### config.mk
export PLATFORM = sky130hd
export DESIGN_NAME = rtc_core
export DESIGN_NICKNAME = d
export VERILOG_FILES = /design/src/rtl/rtc_pkg.sv /design/src/rtl/rtc_calc.sv /design/src/rtl/rtc_rate_div.sv /design/src/rtl/rtc_core.sv
export SDC_FILE = /design/constraint.sdc
export NUM_CORES = 1
export LEC_CHECK = 0
export ABC_AREA = 1
export BUFFER_PORTS_ARGS = -buffer_cell sky130_fd_sc_hd__clkbuf_2
export CAP_MARGIN = 15
export CORE_MARGIN = 1
export CORE_UTILIZATION = 65
export CTS_CLUSTER_DIAMETER = 150
export CTS_CLUSTER_SIZE = 28
export DETAILED_ROUTE_END_ITERATION = 7
export GPL_TIMING_DRIVEN = 0
export PLACE_DENSITY = 0.82
export SLEW_MARGIN = 20
export SYNTH_ARGS = -nofsm -noshare
export SYNTH_HDL_FRONTEND = slang
export SYNTH_SLANG_ARGS = --single-unit
### constraint.sdc
create_clock -name clk_i -period 9.8 [get_ports clk_i]
set_input_delay 0.49 -clock clk_i [delete_from_list [all_inputs] [get_ports clk_i]]
set_output_delay 0.49 -clock clk_i [all_outputs]
set_load 0.1 [all_outputs]
### src/rtl/rtc_pkg.sv
package rtc_pkg;
  localparam int unsigned REG_W  = 8;
  localparam int unsigned ADDR_W = 4;

  typedef logic [REG_W-1:0] byte_t;

  localparam logic [ADDR_W-1:0] IX_SEC    = 4'd0;
  localparam logic [ADDR_W-1:0] IX_SEC_AL = 4'd1;
  localparam logic [ADDR_W-1:0] IX_MIN    = 4'd2;
  localparam logic [ADDR_W-1:0] IX_MIN_AL = 4'd3;
  localparam logic [ADDR_W-1:0] IX_HR     = 4'd4;
  localparam logic [ADDR_W-1:0] IX_HR_AL  = 4'd5;
  localparam logic [ADDR_W-1:0] IX_DOW    = 4'd6;
  localparam logic [ADDR_W-1:0] IX_DATE   = 4'd7;
  localparam logic [ADDR_W-1:0] IX_MON    = 4'd8;
  localparam logic [ADDR_W-1:0] IX_YEAR   = 4'd9;
  localparam logic [ADDR_W-1:0] IX_CTL_A  = 4'd10;
  localparam logic [ADDR_W-1:0] IX_CTL_B  = 4'd11;
  localparam logic [ADDR_W-1:0] IX_FLAGS  = 4'd12;
  localparam logic [ADDR_W-1:0] IX_STAT   = 4'd13;

  localparam byte_t CTL_A_RST = 8'h26;
  localparam byte_t CTL_B_RST = 8'h02;
  localparam byte_t STAT_VAL  = 8'h80;

  typedef struct packed {
    byte_t year;
    byte_t mon;
    byte_t date;
    byte_t dow;
    byte_t hr;
    byte_t min;
    byte_t sec;
  } tod_t;

  function automatic byte_t to_bin(byte_t v, logic bin);
    byte_t hi;
    hi = {4'h0, v[7:4]};
    return bin ? v : (hi * 8'd10 + {4'h0, v[3:0]});
  endfunction

  function automatic byte_t from_bin(byte_t v, logic bin);
    byte_t q, r;
    q = v / 8'd10;
    r = v % 8'd10;
    return bin ? v : {q[3:0], r[3:0]};
  endfunction

  // binary month and year
  function automatic byte_t month_len(byte_t mo, byte_t yr);
    case (mo)
      8'd2:                        return (yr[1:0] == 2'b00) ? 8'd29 : 8'd28;
      8'd4, 8'd6, 8'd9, 8'd11:     return 8'd30;
      default:                     return 8'd31;
    endcase
  endfunction
endpackage

### src/rtl/rtc_calc.sv
module rtc_calc
  import rtc_pkg::*;
(
  input  tod_t cur_i,
  input  logic bin_mode_i,
  input  logic h24_mode_i,
  output tod_t nxt_o
);
  byte_t s, m, hraw, h24, dw, d, mo, y, h12, hdisp, hb;
  logic  c_min, c_hr, c_day, c_mon, c_yr;

  always_comb begin
    s    = to_bin(cur_i.sec, bin_mode_i);
    m    = to_bin(cur_i.min, bin_mode_i);
    hraw = to_bin({1'b0, cur_i.hr[6:0]}, bin_mode_i);
    dw   = cur_i.dow;
    d    = to_bin(cur_i.date, bin_mode_i);
    mo   = to_bin(cur_i.mon, bin_mode_i);
    y    = to_bin(cur_i.year, bin_mode_i);

    // normalise hour to 0..23
    if (h24_mode_i) h24 = hraw;
    else            h24 = (hraw % 8'd12) + (cur_i.hr[7] ? 8'd12 : 8'd0);

    c_min = (s >= 8'd59);
    s     = c_min ? 8'd0 : s + 8'd1;
    c_hr  = c_min && (m >= 8'd59);
    if (c_min) m = c_hr ? 8'd0 : m + 8'd1;
    c_day = c_hr && (h24 >= 8'd23);
    if (c_hr) h24 = c_day ? 8'd0 : h24 + 8'd1;
    if (c_day) dw = (dw >= 8'd7) ? 8'd1 : dw + 8'd1;
    c_mon = c_day && (d >= month_len(mo, y));
    if (c_day) d = c_mon ? 8'd1 : d + 8'd1;
    c_yr  = c_mon && (mo >= 8'd12);
    if (c_mon) mo = c_yr ? 8'd1 : mo + 8'd1;
    if (c_yr) y = (y >= 8'd99) ? 8'd0 : y + 8'd1;

    h12   = h24 % 8'd12;
    hdisp = (h12 == 8'd0) ? 8'd12 : h12;
    hb    = from_bin(hdisp, bin_mode_i);

    nxt_o.sec  = from_bin(s, bin_mode_i);
    nxt_o.min  = from_bin(m, bin_mode_i);
    nxt_o.hr   = h24_mode_i ? from_bin(h24, bin_mode_i)
                            : {(h24 >= 8'd12), hb[6:0]};
    nxt_o.dow  = dw;
    nxt_o.date = from_bin(d, bin_mode_i);
    nxt_o.mon  = from_bin(mo, bin_mode_i);
    nxt_o.year = from_bin(y, bin_mode_i);
  end
endmodule

### src/rtl/rtc_rate_div.sv
module rtc_rate_div #(
  parameter int unsigned CNT_W  = 15,
  parameter int unsigned RATE_W = 4
) (
  input  logic              clk_i,
  input  logic              rst_ni,
  input  logic              ref_tick_i,
  input  logic              restart_i,
  input  logic [RATE_W-1:0] rate_i,
  output logic              hit_o
);
  localparam logic [RATE_W-1:0] MIN_CODE = RATE_W'(3);
  localparam logic [CNT_W-1:0]  ONE      = {{(CNT_W-1){1'b0}}, 1'b1};

  logic [RATE_W-1:0] eff;
  logic [CNT_W-1:0]  cnt_q, last_v;
  logic              off;

  always_comb begin
    off    = (rate_i == '0);
    eff    = (!off && rate_i < MIN_CODE) ? MIN_CODE : rate_i;
    last_v = (ONE << (eff - 1'b1)) - ONE;
  end

  assign hit_o = ref_tick_i && !off && (cnt_q >= last_v);

  always_ff @(posedge clk_i or negedge rst_ni) begin
    if (!rst_ni)                cnt_q <= '0;
    else if (restart_i || off)  cnt_q <= '0;
    else if (ref_tick_i)        cnt_q <= hit_o ? '0 : cnt_q + ONE;
  end

  a_r8_count_step: assert property (@(posedge clk_i) disable iff (!rst_ni)
    (ref_tick_i && !hit_o && !restart_i && !off) |=> (cnt_q == $past(cnt_q) + ONE));

  a_r8_hold_idle: assert property (@(posedge clk_i) disable iff (!rst_ni)
    (!ref_tick_i && !restart_i && !off) |=> $stable(cnt_q));
endmodule

### src/rtl/rtc_core.sv
module rtc_core
  import rtc_pkg::*;
#(
  parameter int unsigned REF_CNT_W = 15,
  parameter int unsigned RATE_W    = 4
) (
  input  logic                clk_i,
  input  logic                rst_ni,
  input  logic                sec_tick_i,
  input  logic                ref_tick_i,
  input  logic [ADDR_W-1:0]   reg_addr_i,
  input  logic                reg_wr_i,
  input  logic [REG_W-1:0]    reg_wdata_i,
  input  logic                reg_rd_i,
  output logic [REG_W-1:0]    reg_rdata_o,
  output logic                irq_o
);
  tod_t       tod_q, tod_nxt;
  byte_t      al_sec_q, al_min_q, al_hr_q, ctl_b_q;
  logic [6:0] ctl_a_q;
  logic       uip_q, pf_q, af_q, uf_q;
  logic       inhibit, start, commit, rd_flags, restart, pf_hit, al_hit, irq;

  assign inhibit  = ctl_b_q[7];
  assign start    = sec_tick_i && !inhibit && !uip_q;
  assign commit   = uip_q;
  assign rd_flags = reg_rd_i && (reg_addr_i == IX_FLAGS);
  assign restart  = reg_wr_i && (reg_addr_i == IX_CTL_A);

  rtc_calc u_calc (
    .cur_i      (tod_q),
    .bin_mode_i (ctl_b_q[2]),
    .h24_mode_i (ctl_b_q[1]),
    .nxt_o      (tod_nxt)
  );

  rtc_rate_div #(.CNT_W(REF_CNT_W), .RATE_W(RATE_W)) u_rate (
    .clk_i      (clk_i),
    .rst_ni     (rst_ni),
    .ref_tick_i (ref_tick_i),
    .restart_i  (restart),
    .rate_i     (ctl_a_q[RATE_W-1:0]),
    .hit_o      (pf_hit)
  );

  assign al_hit = commit && (tod_nxt.sec == al_sec_q) &&
                  (tod_nxt.min == al_min_q) && (tod_nxt.hr == al_hr_q);

  always_ff @(posedge clk_i or negedge rst_ni) begin
    if (!rst_ni) begin
      tod_q    <= '{year: 8'h00, mon: 8'h01, date: 8'h01, dow: 8'h01,
                    hr: 8'h00, min: 8'h00, sec: 8'h00};
      al_sec_q <= '0;
      al_min_q <= '0;
      al_hr_q  <= '0;
      ctl_a_q  <= CTL_A_RST[6:0];
      ctl_b_q  <= CTL_B_RST;
      uip_q    <= 1'b0;
    end else begin
      uip_q <= start;
      if (commit) tod_q <= tod_nxt;
      // host write wins over a same-cycle advance
      if (reg_wr_i) begin
        case (reg_addr_i)
          IX_SEC:    tod_q.sec  <= {1'b0, reg_wdata_i[6:0]};
          IX_SEC_AL: al_sec_q   <= reg_wdata_i;
          IX_MIN:    tod_q.min  <= reg_wdata_i;
          IX_MIN_AL: al_min_q   <= reg_wdata_i;
          IX_HR:     tod_q.hr   <= reg_wdata_i;
          IX_HR_AL:  al_hr_q    <= reg_wdata_i;
          IX_DOW:    tod_q.dow  <= reg_wdata_i;
          IX_DATE:   tod_q.date <= reg_wdata_i;
          IX_MON:    tod_q.mon  <= reg_wdata_i;
          IX_YEAR:   tod_q.year <= reg_wdata_i;
          IX_CTL_A:  ctl_a_q    <= reg_wdata_i[6:0];
          IX_CTL_B:  ctl_b_q    <= reg_wdata_i;
          default:   ;
        endcase
      end
    end
  end

  // new events win over a same-cycle clear
  always_ff @(posedge clk_i or negedge rst_ni) begin
    if (!rst_ni) begin
      pf_q <= 1'b0;
      af_q <= 1'b0;
      uf_q <= 1'b0;
    end else begin
      pf_q <= pf_hit | (pf_q & ~rd_flags);
      af_q <= al_hit | (af_q & ~rd_flags);
      uf_q <= commit | (uf_q & ~rd_flags);
    end
  end

  assign irq   = (pf_q & ctl_b_q[6]) | (af_q & ctl_b_q[5]) | (uf_q & ctl_b_q[4]);
  assign irq_o = irq;

  always_comb begin
    case (reg_addr_i)
      IX_SEC:    reg_rdata_o = tod_q.sec;
      IX_SEC_AL: reg_rdata_o = al_sec_q;
      IX_MIN:    reg_rdata_o = tod_q.min;
      IX_MIN_AL: reg_rdata_o = al_min_q;
      IX_HR:     reg_rdata_o = tod_q.hr;
      IX_HR_AL:  reg_rdata_o = al_hr_q;
      IX_DOW:    reg_rdata_o = tod_q.dow;
      IX_DATE:   reg_rdata_o = tod_q.date;
      IX_MON:    reg_rdata_o = tod_q.mon;
      IX_YEAR:   reg_rdata_o = tod_q.year;
      IX_CTL_A:  reg_rdata_o = {uip_q, ctl_a_q};
      IX_CTL_B:  reg_rdata_o = ctl_b_q;
      IX_FLAGS:  reg_rdata_o = {irq, pf_q, af_q, uf_q, 4'h0};
      IX_STAT:   reg_rdata_o = STAT_VAL;
      default:   reg_rdata_o = '0;
    endcase
  end

  a_r9_uip_one_cycle: assert property (@(posedge clk_i) disable iff (!rst_ni)
    uip_q |=> !uip_q);

  a_r10_inhibit_blocks: assert property (@(posedge clk_i) disable iff (!rst_ni)
    inhibit |=> !uip_q);

  a_r12_read_clears: assert property (@(posedge clk_i) disable iff (!rst_ni)
    (rd_flags && !pf_hit && !commit) |=> !irq_o);

  a_r2_time_holds: assert property (@(posedge clk_i) disable iff (!rst_ni)
    (!uip_q && !reg_wr_i) |=> $stable(tod_q));

  a_r7_alarm_on_update: assert property (@(posedge clk_i) disable iff (!rst_ni)
    $rose(af_q) |-> $past(uip_q));

  a_r11_irq_needs_enable: assert property (@(posedge clk_i) disable iff (!rst_ni)
    irq_o |-> (ctl_b_q[6:4] != 3'b000));
endmodule

## Yosys cells after proc, flatten, opt, wreduce, memory -nomap -nowiden

Index checks and enable logic that the tools add are counted.

- Register bits: 114
- Output and inout port bits: 9
- Input bits: 18

- Divide/modulo/power cells: 16
- Equality and inequality tests: 21
- Multiplexer cells: 46
- Shifts and indexed selects: 1
- Multipliers: 6
- Add/subtract/negate cells: 17
- $lt $le $gt $ge: 10
- Bitwise logic cells: 12
- Reduce and logical (&&, ||, !) cells: 29

Operator list:

| operator | number |
|---|---|
| two-way mux 8 bit | 35 |
| two-way mux 56 bit | 2 |
| one-hot mux 8 bit (14 select lines) | 1 |
| modulo 8 x 4 -> 8 bit, second input constant | 9 |
| adder 8 x 1 -> 8 bit, second input constant | 7 |
| divider 8 x 4 -> 8 bit, second input constant | 7 |
| two-way mux 15 bit | 3 |
| adder 8 x 4 -> 8 bit | 5 |
| multiplier 4 x 3 -> 7 bit, second input constant | 5 |
| equality test 4 bit, second input constant | 6 |
| equality test 8 bit | 3 |
| equality test 4 x 3 -> 1 bit, second input constant | 4 |
| equality test 8 x 3 -> 1 bit, second input constant | 2 |
| equality test 8 x 4 -> 1 bit, second input constant | 2 |
| >= comparator 8 x 4 -> 1 bit, second input constant | 2 |
| >= comparator 8 x 6 -> 1 bit, second input constant | 2 |
| one-hot mux 8 bit (2 select lines) | 1 |
| adder 15 x 1 -> 15 bit, second input constant | 1 |
| >= comparator 15 bit | 1 |
| << shifter 1 x 4 -> 15 bit, first input constant | 1 |
| subtractor 15 x 1 -> 15 bit, second input constant | 1 |
| logical AND 1 bit | 14 |
| AND reduction 2 bit | 5 |
| adder 7 x 4 -> 8 bit | 1 |
| other kinds (24) | 38 |

## Longest topological paths before layout

Gate-level depths: netlist of run 1.

- Word-level depth: 19
- Gate-level depth with buffers: 68

## By module

From an unflattened synthesis of run 1, not the netlist that was laid out.

- Cells, all modules: 2188
- Area, all modules: 14054.7 um^2

Modules (own cells, without submodules):

| module | cells an instance | sequential area each (um^2) | times used | area an instance (um^2) |
|---|---|---|---|---|
| rtc_calc | 1150 | 0.0 | 1 | 6502.5 |
| rtc_core | 771 | 2486.1 | 1 | 5719.2 |
| rtc_rate_div | 267 | 375.4 | 1 | 1833.0 |

## Least setup slack after synthesis of run 1

OpenSTA, ideal clock, no wires.

- Path type: reg-to-reg
- From: reg tod_q[20] in the netlist's numbering
- To: reg af_q
- Path buffers: 0
- Cell stages (with the launch flop): 60
- Slack: 2543 ps
- Data arrival time: 7192 ps
- Setup time: 65 ps
- Clock period less this slack: 7257 ps
- Path through: dfrtp_1 -> ha_1 -> ha_1 -> nand3_1 -> nand3_1 -> xor2_1 -> nand2_1 -> nand2_1 -> inv_2 -> nand2_1 -> nand3_2 -> a21boi_0 -> ha_1 -> nor2_1 -> nand2_1 -> mux2_2 -> ha_1 -> a21oi_1 -> (+24 left out) -> nor2_1 -> ha_1 -> inv_1 -> nor2_1 -> o2111ai_1 -> and2_1 -> ha_1 -> nand3_1 -> nand2_1 -> nand2_1 -> nand3_1 -> nand2_1 -> nand2_1 -> nand2_1 -> nand2_1 -> nor2_1 -> nand2_1 -> nand2_1

- Cells in the longest elaborated chain, start to end: 19

Ends and longest elaborated chain:

| item | line | RTL |
|---|---|---|
| from (decl) | rtc_core.sv:18 | `tod_t tod_q, tod_nxt;` |
| from (signal assigned) | rtc_core.sv:51 | `tod_q <= '{year: 8'h00, mon: 8'h01, date: 8'h01, dow: 8'h01,` |
| from (signal assigned) | rtc_core.sv:61 | `if (commit) tod_q <= tod_nxt;` |
| multiplier 3 x 3 -> 6 bit | rtc_pkg.sv:39 | `return bin ? v : (hi * 8'd10 + {4'h0, v[3:0]});` |
| adder 7 x 4 -> 8 bit | rtc_pkg.sv:39 |  |
| two-way mux 8 bit * | rtc_pkg.sv:39 |  |
| modulo 8 x 4 -> 8 bit | rtc_calc.sv:23 | `else h24 = (hraw % 8'd12) + (cur_i.hr[7] ? 8'd12 : 8'd0);` |
| adder 8 bit | rtc_calc.sv:23 |  |
| two-way mux 8 bit * | rtc_calc.sv:22 | `if (h24_mode_i) h24 = hraw;` |
| >= comparator 8 x 5 -> 1 bit | rtc_calc.sv:29 | `c_day = c_hr && (h24 >= 8'd23);` |
| logical AND 1 bit | rtc_calc.sv:29 |  |
| (+3 left out) | -- |  |
| logical NOT 8 bit | rtc_calc.sv:39 | `hdisp = (h12 == 8'd0) ? 8'd12 : h12;` |
| two-way mux 8 bit | rtc_calc.sv:39 |  |
| modulo 8 x 4 -> 8 bit / divider 8 x 4 -> 8 bit (equally long branches) | rtc_pkg.sv:45, rtc_pkg.sv:44 |  |
| two-way mux 7 bit | rtc_pkg.sv:46 | `return bin ? v : {q[3:0], r[3:0]};` |
| two-way mux 8 bit * | rtc_calc.sv:44 | `nxt_o.hr = h24_mode_i ? from_bin(h24, bin_mode_i)` |
| equality test 8 bit * | rtc_core.sv:47 | `(tod_nxt.min == al_min_q) && (tod_nxt.hr == al_hr_q);` |
| logical AND 1 bit * | rtc_core.sv:47 |  |
| bitwise OR 1 bit * | rtc_core.sv:91 | `af_q <= al_hit \| (af_q & ~rd_flags);` |
| to (signal assigned) | rtc_core.sv:91 |  |
| to (decl) | rtc_core.sv:21 | `logic uip_q, pf_q, af_q, uf_q;` |

Every way passes the cells marked *; elsewhere a longest branch is shown, timed or not.
A chain may end at the register's enable or synchronous reset.

## Final worst setup path of run 1

- From: reg tod_q[22] in the netlist's numbering
- To: reg af_q

Same word-level chain as after synthesis.

==> impl_metrics.tcl, run 1 <==
set metrics [dict create \
    antenna_found_initial 1 \
    required_time_at_the_worst_slack_endpoint_ns 10.11 \
    timing.final.max_slew_violations 0 \
    synthSimpleGateAreaFrac 0.3447 \
    clk_sink_count 114 \
    nNetsFinal 2242 \
    post-route-drc-count 0 \
    routed_wirelength_um 42810 \
    synth_mux_area_frac 0.001707 \
    syn_area_sq_mm 0.01320 \
    fin_worst_skew_ns 0.01218 \
    cts-resized-gates 0 \
    cts-htree-levels 4 \
    post_drt_wl_per_cell_um 17.87 \
    slew_headroom 0.3495 \
    slowest_stage "dfrtp_1" \
    final_layout_size_suffix_gt1_frac 0.09714 \
    worst_skew_pair.late_latency_ns 0.43 \
    aggregate_global_routing_overflow 0 \
    path_max_fanout 7 \
    synth_warnings 0 \
    grtUsageTotal 0.4212 \
    dp_hpwl_um 33300 \
    place.gp.congestion 1.012 \
    outcome "finished, final reports clean" \
    clk_transition_reported_paths_ns 0.05 \
    timing.hold.worst.class "in -> async" \
    detailroute.via_count 14310 \
    cap_violations 0 \
    setup-tns-final_ns 0 \
    final-setup-viol-count 0 \
    initial_cell_density_of_the_core 0.6714 \
    final_cell_count_no_fill 2396 \
    area_growth_syn_to_layout_pct 7.718 \
    place.detailed.instances 2364 \
    worst-slew-pin-transition_ns 0.9758 \
    timing.critical_path.mode_cell "nand2_1" \
    timing_hold_violations_final 0 \
    critical_path.max_stage_delay_ns 0.45 \
    post_synth_fa_ha_maj_area_fraction 0.1073 \
    cp.arrival_ns 8.92 \
    synth-xor-area-share 0.04655 \
    dominant_combinational_cell_family_by_area_after_synthesis "simple AND/OR/NAND/NOR gates" \
    clockBufferDepth 2 \
    fp-row-count 51 \
    placement.io_buffers 22 \
    detailed_router_s_first_iteration_violation_count 1698 \
    rsz0062_at_grt "false" \
    via_count_of_the_first_global_routing_pass 12890 \
    avgViaCountPerCell 5.974 \
    synth_cells 2076 \
    fill_cells 1697 \
    synth_edf_count 0 \
    clock_tree_from_tritoncts "built" \
    cts-hold-fix-buffers 0 \
    avgSynthCellArea_sq_um 6.357 \
    syn_nets 2200 \
    synth_flop_cell "dfrtp_1" \
    ys_async_sr_fraction 1.000 \
    distinct_cell_type_count_after_synthesis 67 \
    io_pins 27 \
    die_height_um 144.5 \
    die_width_um 144.5 \
    ant_nets 0 \
    core_area_sq_mm 0.01965 \
    synth_compound_gate_area_share 0.1761 \
    grt_max_degree 60 \
    tritoncts.num_buffers 17 \
    num_antenna_cells 0 \
    cp-end-kind "flip-flop" \
    setup.worst_path.start_class "flip-flop" \
    post-route-min-period_ns 8.616 \
    timing.final.crit_share 0.8792 \
    grt_pass1_wl_um 66590 \
    postCtsSetupBuffers 0 \
    detail_route.first_pass.iterations 6 \
    yosys_register_bits 114 \
    root_cell_of_the_clock_tree "clkbuf_16" \
    floorplan.die_area_sq_mm 0.02088 \
    flop2flop_setup_slack_ns 1.18 \
    synth_seq_area_share 0.2168 \
    clock.fmax_mhz 116.1 \
    worstSetupPathType "reg -> reg" \
]
layer usage:
layer | part of all wire | global-route usage | vias up
li1 | - | - | 6909
met5 | 0 | 0 | -
met2 | 0.44 | 0.6594 | 747
met1 | 0.41 | 0.5479 | 6483
met4 | 0.058 | 0.2271 | 0
met3 | 0.10 | 0.08079 | 175
worst paths after layout:
path / from / end / depth (start not counted)
max: tod_q[22] / af_q / 60
min: rst_ni / u_rate.cnt_q[9] / 1
max reg2reg: tod_q[22] / af_q / 60
min reg2reg: al_min_q[1] / al_min_q[1] / 2
max in group asynchronous: rst_ni / tod_q[24] / 2
min in group clk_i: sec_tick_i / commit / 3
layout make-up:
class	instances	area, sq um	share of cell area
multi-input cells	1595	8926	0.6279
inverters	313	1179	0.08292
plain buffers	54	230.2	0.01620
flip-flops and latches	114	2861	0.2013
clock buffers	27	513.0	0.03609
repair buffers	23	146.4	0.01030
clock inverters	5	27.53	0.001936
well taps	265	331.6	0.02333
stage by stage:
step                      cell area [sq um]  setup slack [ns]  hold slack, ns  utilization
after floorplan                       13200             2.543          0.1944            -
after global placement                13640             1.579          0.4663       0.6939
after detailed placement              13670             1.367          0.4730       0.6958
after CTS                             14210             1.333         0.03872       0.7233
after global routing                  14210            0.2853         0.06139       0.7233
final                                 14210             1.184         0.01932       0.7233
cell usage in the layout (no fill, tap or decap), types with 8 or more instances in the layout:
cell type and count:
dfrtp_1 107, o21ai_2 9, o22ai_1 24, or2_2 17, nand3b_1 9, ha_1 94
a31oi_1 38, clkbuf_1 39, nand3_2 11, a21oi_1 77, inv_1 289, o211ai_1 14
o21ai_0 154, nor2_1 186, clkbuf_16 17, o21ai_1 13, o21bai_1 8, nand3_1 140
nand2_2 53, xnor2_1 18, nor3_1 16, nand2_1 543, buf_2 10, a221oi_1 11
inv_2 20, clkbuf_2 21, fa_1 12, nand4_1 29, xor2_1 44
synthesized netlist by cell type, types with 10 or more instances:
cell type,number,share of area
nand2_1,543,0.15
o21ai_1,13,0.0049
fa_1,12,0.018
xor2_1,44,0.029
inv_1,289,0.082
inv_2,20,0.0057
a221oi_1,11,0.0073
nand4_1,29,0.014
nor3_1,16,0.0061
nand3_1,140,0.053
o21ai_0,154,0.058
o211ai_1,14,0.0080
o22ai_1,24,0.011
ha_1,94,0.089
a21oi_1,77,0.029
buf_2,10,0.0038
nand3_2,11,0.0083
nor2_1,186,0.053
nand2_2,53,0.025
clkbuf_1,34,0.0097
a31oi_1,38,0.018
or2_2,17,0.0081
xnor2_1,18,0.012
dfrtp_1,107,0.20
cell families after synthesis:
| kind of cell | count (synthesis) |
|---|---|
| adders and majority gates | 106 |
| AOI/OAI and AO/OA | 391 |
| xor gates and xnor gates | 66 |
| DFF | 114 |
| muxes | 2 |
| buffers and inverters | 367 |
| and+or+nand+nor | 1030 |
state kept, by name, summed over array words and instances (netlist names):
name and count:
al_sec_q 8, pf_q 1, al_min_q 8, ctl_a_q 7, al_hr_q 8, commit 1, ctl_b_q 8, tod_q 56
u_rate.cnt_q 15, af_q 1, uf_q 1
critical path: cells and delay by family, from the launching register on:
kind,cells,cell delay (ns)
and+or+nand+nor,35,3.41
adders and majority gates,8,2.01
AOI/OAI and AO/OA,7,1.55
buffers and inverters,8,0.51
DFF,1,0.45
muxes,1,0.37
xor gates and xnor gates,1,0.18
Power of run 1 is not shown: default switching activity piles up to over one toggle a cycle in this logic, so the estimate is an artifact.
==> run 2: changes to the inputs <==
--- a/config.mk
+++ b/config.mk
@@ -5,7 +5,6 @@
 export SDC_FILE = /design/constraint.sdc
 export NUM_CORES = 1
 export LEC_CHECK = 0
-export ABC_AREA = 1
 export BUFFER_PORTS_ARGS = -buffer_cell sky130_fd_sc_hd__clkbuf_2
 export CAP_MARGIN = 15
 export CORE_MARGIN = 1
@@ -14,6 +13,7 @@
 export CTS_CLUSTER_SIZE = 28
 export DETAILED_ROUTE_END_ITERATION = 7
 export GPL_TIMING_DRIVEN = 0
+export HOLD_SLACK_MARGIN = 0.15
 export PLACE_DENSITY = 0.82
 export SLEW_MARGIN = 20
 export SYNTH_ARGS = -nofsm -noshare
==> impl_metrics.tcl, run 2 <==
set metrics [dict create \
    final-seq-area_sq_mm 0.002865 \
    timing.final.ws_setup_ns -0.4036 \
    layout_top_registers "tod_q: 56 flops, u_rate.cnt_q: 15 flops" \
    clock_tree_from_tritoncts "built" \
    layout.cells.most_common "nand2_1" \
    avgViaCountPerCell 7.372 \
    worstSetupPathType "reg -> reg" \
    fill_cells 1684 \
    synth_warnings 0 \
    yosysTopAreaCellShare 0.1758 \
    synth_cells 2029 \
    slew_headroom 0.2487 \
    regMostFlops "tod_q" \
    dp_hpwl_um 41640 \
    grtUsageTotal 0.4716 \
    post-route-util 0.7615 \
    setup.worst_path.start "tod_q[20]" \
    syn_area_sq_mm 0.01523 \
    post_drt_wl_per_cell_um 24.70 \
    antenna_found_initial 2 \
    worst-slew-pin-transition_ns 1.118 \
    synth_flop_cell "dfrtp_1" \
    distinct_cell_type_count_after_synthesis 114 \
    flop2flop_setup_slack_ns -0.40 \
    via_count_of_the_first_global_routing_pass 16330 \
    r2r.worst_path.cells 47 \
    num_antenna_cells 0 \
    ys_top_cells_by_count "248 x nand2_1, 209 x nor2_1, 154 x o21ai_0" \
    area_growth_syn_to_layout_pct 13.89 \
    critical_path.max_stage_delay_ns 0.49 \
    clk_transition_reported_paths_ns 0.06 \
    post-route-min-period_ns 10.20 \
    clk_sink_count 114 \
    multi_input_area_sq_mm 0.01229 \
    cp-end-kind "flip-flop" \
    final.hold.worst_slack_ns 0.2972 \
    timing.final.crit_share 1.041 \
    die_width_um 155.1 \
    cap_violations 0 \
    fin_worst_skew_ns 0.01529 \
    cp.arrival_ns 10.46 \
    aggregate_global_routing_overflow 0 \
    clockBufferDepth 2 \
    tritoncts.num_buffers 17 \
    place.gp.congestion 1.038 \
    nNetsFinal 2247 \
    final_layout_size_suffix_gt1_frac 0.1559 \
    timing.critical_path.to "tod_q[18]" \
    floorplan.die_area_sq_mm 0.02405 \
    timing.final.max_slew_violations 0 \
    root_cell_of_the_clock_tree "clkbuf_16" \
    required_time_at_the_worst_slack_endpoint_ns 10.06 \
    final_cell_count_no_fill 2449 \
    clock.fmax_mhz 98.01 \
    synth_edf_count 0 \
    post-route-drc-count 18 \
    path_max_fanout 6 \
    setup.worst_path.start_class "flip-flop" \
    synth.most_common_cell "nand2_1" \
    final-setup-viol-count 5 \
    detailroute.via_count 18050 \
    synth.largest_area_cell "dfrtp_1" \
    yosys_register_bits 114 \
    failed_checks "DRC, setup timing" \
    cts-htree-levels 4 \
    slowest_stage "dfrtp_2" \
    outcome "complete, but fails checks" \
    io_pins 27 \
    initial_cell_density_of_the_core 0.6687 \
    number_of_flip_flops_in_the_largest_register 56 \
    timing_hold_violations_final 0 \
    routed_wirelength_um 60500 \
    core_area_sq_mm 0.02278 \
    layout.cells.most_common_list "245 x nand2_1, 203 x nor2_1, 152 x o21ai_0" \
    grt_max_degree 61 \
    syn_nets 2153 \
    worst_skew_pair.late_latency_ns 0.44 \
    ys_async_sr_fraction 1.000 \
    avgSynthCellArea_sq_um 7.507 \
    timing.critical_path.mode_cell "ha_4" \
    regToRegEndpoint "tod_q[18]" \
    placement.io_buffers 23 \
    timing.hold.worst.class "in -> reg" \
    die_height_um 155.1 \
    regToRegStartpoint "tod_q[20]" \
    synth_seq_area_share 0.1879 \
    fp-row-count 55 \
    detail_route.first_pass.iterations 8 \
    grt_pass1_wl_um 88720 \
    place.detailed.instances 2366 \
    ant_nets 0 \
    detailed_router_s_first_iteration_violation_count 3204 \
    netlist_top_cells_area "dfrtp_1 18%, ha_1 7.7%, nand2_1 6.1%" \
]
## run 2: cell count changes in the layout (fill, tap and decap cells not counted), moves of 36 or more
| cell | change |
|---|---|
| a21o_1 | +36 |
| inv_1 | -247 |
| a21oi_1 | +63 |
| mux2i_1 | +36 |
| nand2_2 | -52 |
| mux2_2 | +52 |
| buf_4 | +50 |
| xnor2_1 | +36 |
| nand3_1 | -76 |
| nand2_1 | -298 |
## run 2: worst max-delay path: cells and delay by family, from the launching register on
kind	cells	cell delay [ns]
AOI/OAI and AO/OA	20	4.63
and+or+nand+nor	15	2.41
adders and majority gates	9	2.18
DFF	1	0.49
buffers and inverters	3	0.29
## run 2: how the worst min path moves through the flow
stage / cells past startpoint / slack [ns] / from / end
after global routing: 2 / 0.31 / sec_tick_i / commit
final: 2 / 0.30 / sec_tick_i / commit
after global placement: 1 / 0.45 / ctl_b_q[7] / commit
after floorplan: 0 / 0.19 / rst_ni / af_q
after detailed placement: 1 / 0.47 / ctl_b_q[7] / commit
after CTS: 2 / 0.30 / sec_tick_i / commit
## run 2: routing by layer
metal,global-route usage,up-vias,part of all wire
met5,0,-,0.00020
met4,0.2989,2,0.081
met3,0.1128,471,0.13
met2,0.7269,1409,0.42
met1,0.5933,8349,0.37
li1,-,7823,-
## run 2: stage by stage
stage	instance area [sq um]	setup WS [ns]	TNS (ns)
floorplan	15280	0.003753	0
global placement	15780	-1.283	-5.804
detailed placement	15820	-1.563	-7.472
CTS	16880	0.002212	0
global route	17350	-0.6327	-2.496
finish	17350	-0.4036	-1.313
## run 2: area by class of cell
cell class,instances,area share
plain buffers,106,0.02662
repair buffers,76,0.03138
multi-input cells,1758,0.7086
inverters,50,0.01132
clock buffers,19,0.02553
flip-flops and latches,114,0.1652
clock inverters,13,0.008800
well taps,313,0.02258
## run 2: kinds of logic after synthesis
group           count (synthesis)  synth area share
compound gates                684            0.3157
fa+ha+maj                     110           0.09579
flops                         114            0.1879
buf+inv                       157           0.04107
mux                            91           0.06506
xor+xnor                       85           0.04888
simple gates                  788            0.2456
## run 2: repair_timing
action | in CTS | in global routing
setup endpoints to repair | 6 | 6
endpoints found under the hold margin | 51 | 0
pin swaps | 21 | 45
hold buffers | 1 | 0
buffers inserted | 28 | 23
resized for setup | 53 | 59
Power of run 2 is left out for the same reason.
